### src/rtl/fp_add_seq.sv
module fp_add_seq #(
  parameter int EXP_W  = 8,
  parameter int FRAC_W = 23
) (
  input  logic                    clk,
  input  logic                    rst_n,
  input  logic                    start,
  input  logic                    sub,
  input  logic [EXP_W+FRAC_W:0]   a,
  input  logic [EXP_W+FRAC_W:0]   b,
  output logic                    done,
  output logic [EXP_W+FRAC_W:0]   result,
  output logic                    ovf,
  output logic                    unf,
  output logic                    inv
);
  localparam int W    = EXP_W + FRAC_W + 1;
  localparam int SW   = FRAC_W + 1;
  localparam int FW   = SW + 2;
  localparam int LZW  = $clog2(FW);
  localparam int XW   = EXP_W + 2;
  localparam logic [EXP_W-1:0] EMAX = '1;
  localparam logic [W-1:0] QNAN = {1'b0, EMAX, 1'b1, {(FRAC_W-1){1'b0}}};

  typedef enum logic [2:0] {IDLE, ALIGN, ADD, NORM, ROUND} state_t;
  state_t st;

  logic             sgn, op_sub, zsum;
  logic [EXP_W-1:0] dif;
  logic signed [XW-1:0] xp;
  logic [FW-1:0]    big_m, sml_m;
  logic [FW:0]      sig;

  wire [EXP_W-1:0]  ea = a[W-2:FRAC_W];
  wire [EXP_W-1:0]  eb = b[W-2:FRAC_W];
  wire              sa = a[W-1];
  wire              sb = b[W-1] ^ sub;
  wire a_zero = (ea == '0);
  wire b_zero = (eb == '0);
  wire a_inf  = (ea == EMAX) && (a[FRAC_W-1:0] == '0);
  wire b_inf  = (eb == EMAX) && (b[FRAC_W-1:0] == '0);
  wire a_nan  = (ea == EMAX) && (a[FRAC_W-1:0] != '0);
  wire b_nan  = (eb == EMAX) && (b[FRAC_W-1:0] != '0);
  wire bad    = a_nan | b_nan | (a_inf & b_inf & (sa != sb));
  wire special = a_nan | b_nan | a_inf | b_inf | a_zero | b_zero;
  wire a_big  = a[W-2:0] >= b[W-2:0];

  logic [W-1:0] spec_res;
  always_comb begin
    if (bad)         spec_res = QNAN;
    else if (a_inf)  spec_res = {sa, a[W-2:0]};
    else if (b_inf)  spec_res = {sb, b[W-2:0]};
    else if (a_zero && b_zero) spec_res = {sa & sb, {(W-1){1'b0}}};
    else if (a_zero) spec_res = {sb, b[W-2:0]};
    else             spec_res = {sa, a[W-2:0]};
  end

  logic [LZW-1:0] lz;
  always_comb begin
    lz = '0;
    for (int i = 0; i < FW; i++)
      if (sig[i]) lz = LZW'(FW - 1 - i);
  end

  logic [SW:0] rnd;
  logic signed [XW-1:0] xf;
  logic [FRAC_W-1:0] frac_f;
  always_comb begin
    rnd = {1'b0, sig[FW-1:2]} + {{SW{1'b0}}, sig[1]};
    if (rnd[SW]) begin
      frac_f = rnd[SW-1:1];
      xf = xp + XW'(1);
    end else begin
      frac_f = rnd[FRAC_W-1:0];
      xf = xp;
    end
  end
  wire fin_ovf = !zsum && (xf >= $signed(XW'(EMAX)));
  wire fin_unf = !zsum && (xf <= $signed(XW'(0)));

  always_ff @(posedge clk or negedge rst_n) begin
    if (!rst_n) begin
      st <= IDLE; done <= 1'b0; result <= '0;
      ovf <= 1'b0; unf <= 1'b0; inv <= 1'b0;
      sgn <= 1'b0; op_sub <= 1'b0; zsum <= 1'b0;
      dif <= '0; xp <= '0; big_m <= '0; sml_m <= '0; sig <= '0;
    end else begin
      done <= 1'b0;
      case (st)
        IDLE: if (start) begin
          if (special) begin
            result <= spec_res; inv <= bad;
            ovf <= 1'b0; unf <= 1'b0; done <= 1'b1;
          end else begin
            op_sub <= sa ^ sb;
            if (a_big) begin
              sgn <= sa; xp <= XW'(ea); dif <= ea - eb;
              big_m <= {1'b1, a[FRAC_W-1:0], 2'b00};
              sml_m <= {1'b1, b[FRAC_W-1:0], 2'b00};
            end else begin
              sgn <= sb; xp <= XW'(eb); dif <= eb - ea;
              big_m <= {1'b1, b[FRAC_W-1:0], 2'b00};
              sml_m <= {1'b1, a[FRAC_W-1:0], 2'b00};
            end
            st <= ALIGN;
          end
        end
        ALIGN: begin
          sml_m <= (dif >= EXP_W'(FW)) ? '0 : sml_m >> dif;
          st <= ADD;
        end
        ADD: begin
          sig <= op_sub ? {1'b0, big_m} - {1'b0, sml_m} : {1'b0, big_m} + {1'b0, sml_m};
          st <= NORM;
        end
        NORM: begin
          zsum <= (sig == '0);
          if (sig[FW]) begin
            sig <= sig >> 1;
            xp  <= xp + XW'(1);
          end else if (sig != '0) begin
            sig <= sig << lz;
            xp  <= xp - XW'(lz);
          end
          st <= ROUND;
        end
        ROUND: begin
          done <= 1'b1; inv <= 1'b0;
          ovf <= fin_ovf; unf <= fin_unf;
          if (zsum)         result <= '0;
          else if (fin_ovf) result <= {sgn, EMAX, {FRAC_W{1'b0}}};
          else if (fin_unf) result <= {sgn, {(W-1){1'b0}}};
          else              result <= {sgn, xf[EXP_W-1:0], frac_f};
          st <= IDLE;
        end
        default: st <= IDLE;
      endcase
    end
  end

  a_r10_done_pulse: assert property (@(posedge clk) disable iff (!rst_n)
    done |=> !done);
  a_r10_busy_no_done: assert property (@(posedge clk) disable iff (!rst_n)
    (st == ALIGN) |=> !done);
  a_r8_inv_qnan: assert property (@(posedge clk) disable iff (!rst_n)
    inv |-> (result == QNAN));
  a_r6_ovf_inf: assert property (@(posedge clk) disable iff (!rst_n)
    ovf |-> (result[W-2:0] == {EMAX, {FRAC_W{1'b0}}}));
  a_r7_unf_zero: assert property (@(posedge clk) disable iff (!rst_n)
    unf |-> (result[W-2:0] == '0));
  a_r6_flags_excl: assert property (@(posedge clk) disable iff (!rst_n)
    $countones({ovf, unf, inv}) <= 1);
  a_r5_norm_lead: assert property (@(posedge clk) disable iff (!rst_n)
    (st == ROUND && !zsum) |-> sig[FW-1]);
endmodule

### config.mk
export PLATFORM = sky130hd
export DESIGN_NAME = fp_add_seq
export DESIGN_NICKNAME = d
export VERILOG_FILES = /design/src/rtl/fp_add_seq.sv
export SDC_FILE = /design/constraint.sdc
export NUM_CORES = 1
export LEC_CHECK = 0
export ABC_AREA = 1
export ABC_CLOCK_PERIOD_IN_PS = 9700
export BUFFER_PORTS_ARGS = -buffer_cell sky130_fd_sc_hd__buf_2
export CELL_PAD_IN_SITES_DETAIL_PLACEMENT = 1
export CELL_PAD_IN_SITES_GLOBAL_PLACEMENT = 1
export CORE_ASPECT_RATIO = 0.5
export CORE_MARGIN = 5
export CORE_UTILIZATION = 40
export DETAILED_ROUTE_END_ITERATION = 8
export GPL_ROUTABILITY_DRIVEN = 0
export PLACE_DENSITY = 0.8
export SLEW_MARGIN = 20
export SYNTH_ARGS = -nofsm -noshare
export SYNTH_HDL_FRONTEND = slang
export SYNTH_SLANG_ARGS = --single-unit
### constraint.sdc
create_clock -name clk -period 9.7 [get_ports clk]
set_input_delay 1.455 -clock clk [delete_from_list [all_inputs] [get_ports clk]]
set_output_delay 1.455 -clock clk [all_outputs]
set_load 0.05 [all_outputs]
==> run summary <==
design area: 15400 um^2
max-cap check violation count: 0
number of H-tree levels: 4
# port buffers: 103
Final min period: 4.74 ns
post-synthesis sequential area ratio: 0.245
Final setup violation count: 0
DRT iter0 DRCs: 1976
GRT Overall Usage: 0.306
dpl cell area: 14800 um^2
Power, Total: 6480 uW
drt drc: 0
fraction of layout cells with a size suffix above 1: 0.0868
unrepaired setup endpoints after global routing: no
Clock Power Share: 0.107
CTS-repair resized insts: 0
kind of critical path: reg -> reg
Tcrit/Tclk final: 0.488
Synth Instances: 2201
post-synthesis cell type count: 56
Seq pwr share: 0.186
routed via count: 16500
# rows: 48
Clock Pin Slew Worst Setup and Hold Paths: 0.07 ns
YS warnings: 0
Detailed Route WL: 60700 um
Detailed Place HPWL: 46800 um
Slew HR: 0.296
clk sink count: 137
chip width: 274 um
internal power: 2610 uW
CTS tree: yes
Slew Limit Fails: 0
sum of negative setup slack: 0 ns
Seq cells post-synth: 137
Max Fclk: 211 MHz
Initial DRT Pass Iterations: 5
vias in the first global route: 15800
Pleak: 0.00735 uW
Post-synth top flop: dfrtp_1
class of the worst hold path: reg -> reg
setup ws final: 4.96 ns
area of the multi-input gates: 9130 um^2
EDFF count, synth: 0
Cell Area, Synth: 14000 um^2
CTS buffer count: 17
WL/cell: 22.2 um
Die Ht: 142 um
Worst setup SP type: flop
Peak VDD IR: 0.179 mV
most frequent cells in the layout: 470 x nand2_1, 238 x o21ai_0, 233 x inv_1, 192 x nor2_1, 190 x nand3_1
first-pass GRT wire length: 93700 um
CP required: 10.06 ns
post-route ant nets: 0
Cell Pwr Density: 420 nW/um^2
# Post-CTS Setup Buffers: 0
initial cell density of the core: 0.405
Post-CTS Hold Fix Bufs: 0
Final Hold Fails: 0
Layout fillers: 4703
die area: 39000 um^2
switching portion of total power: 0.597
grt ovf: 0
Via density: 6.03
Final Net Count: 2377
worst-margin pin slew: 1.06 ns
Synthesized Nets: 2344
switching power: 3870 uW
register area: 3430 um^2
status: complete, no violations
Async S/R FF share, synth: 1.00
clk root buf: clkbuf_16
arrival time worst endpoint: 5.09 ns
Syn-to-layout area delta: 10.4%
Place WS: 4.80 ns
CTS Buffer Depth: 2
Clock Latency Late Sink: 0.45 ns
synthesized area per cell: 6.34 um^2
Layout Skew: 0.0172 ns
setup slack, reg-to-reg: 4.96 ns
Crit Path Max Fanout: 7
I/O Pins: 104
fin util: 0.447
initial antenna violation count: 8
commonest non-fill, non-tap cell in the layout: nand2_1
area of the core: 34500 um^2
part of the power in combinational logic: 0.708
largest net degree at the start of global routing: 85
CP Capture Type: flop
## final cells by class
| type | instances | area share |
|---|---|---|
| clock inverters | 13 | 0.00990 |
| inverters | 252 | 0.0614 |
| flip-flops and latches | 137 | 0.222 |
| multi-input cells | 1700 | 0.592 |
| diodes | 9 | 0.00146 |
| well taps | 475 | 0.0386 |
| clock buffers | 19 | 0.0287 |
| repair buffers | 126 | 0.0453 |
## power groups by stage
stage | Combinational [uW] | Clock (uW) | Sequential [uW]
6_report | 4590 | 691 | 1200
5_1_grt | 5030 | 718 | 1230
4_1_cts | 4480 | 688 | 1190
3_5_place_dp | 4430 | 0 | 1200
3_3_place_gp | 4310 | 0 | 1190
2_1_floorplan | 2990 | 0 | 1280
## synth_stat cells (31+ instances only)
library cell | instances | area [um^2]
nand2_1 | 470 | 1760
o21ai_0 | 238 | 1190
inv_1 | 233 | 875
nor2_1 | 193 | 724
nand3_1 | 191 | 956
a21oi_1 | 173 | 866
dfrtp_1 | 137 | 3430
clkbuf_1 | 87 | 327
ha_1 | 72 | 901
xor2_1 | 59 | 517
a31oi_1 | 50 | 313
nand4_1 | 31 | 194
nor3_1 | 31 | 155
## metal layers
layer	track usage	part of all wire
met5	0	0
met1	0.437	0.45
met4	0.100	0.034
met3	0.0556	0.083
met2	0.472	0.43
## worst paths after layout
check / from / end / cells past startpoint
setup reg to reg: sml_m[0]$_DFFE_PN0P_ / sig[26]$_DFFE_PN0P_ / 21
max in group asynchronous: rst_n / sig[8]$_DFFE_PN0P_ / 2
hold reg to reg: big_m[25]$_DFFE_PN0P_ / big_m[25]$_DFFE_PN0P_ / 1
hold / removal: big_m[25]$_DFFE_PN0P_ / big_m[25]$_DFFE_PN0P_ / 1
setup / recovery: sml_m[0]$_DFFE_PN0P_ / sig[26]$_DFFE_PN0P_ / 21
min in group asynchronous: rst_n / dif[0]$_DFFE_PN0P_ / 1
## kinds of logic (layout without fill, tap and decap cells)
kind of cell	Yosys count	after routing	share of synthesized area
xor gates and xnor gates	69	69	0.0433
AOI/OAI and AO/OA	588	588	0.239
adders and majority gates	75	75	0.0688
muxes	12	12	0.00860
other	0	9	0
buffers and inverters	364	410	0.102
and+or+nand+nor	956	956	0.293
DFF	137	137	0.245
## flip-flops by register name, summed over array words and instances, names as in the netlist, 3 cells and up
register / flops
result: 32
xp: 10
sml_m: 26
dif: 8
sig: 27
st: 3
big_m: 24
## per-stage QoR
stage | hold slack (ns) | std cells
final | 0.490 | 2731
after global routing | 0.498 | 2730
after CTS | 0.485 | 2722
after detailed placement | 0.470 | 2690
after global placement | 0.465 | 2690
after floorplan | 0.447 | 2201
## worst max-delay path, stage by stage, from the launching register on
cell and delay, ns:
dfrtp_1 0.53, inv_1 0.18, ha_1 0.32, nand4_1 0.17, nor2_1 0.12, nand2_1 0.10, nor4_1 0.27, nand3_1 0.18
nand3b_1 0.25, nor4_1 0.34, nand3_1 0.20, o21ai_0 0.24, xor2_1 0.41, ha_1 0.40, inv_1 0.08, o21bai_1 0.07
a21oi_1 0.15, o21a_1 0.16, o21ai_0 0.07, a21oi_1 0.21, nor2_1 0.06, a21oi_1 0.12
Power figures use the tool's default switching activity.
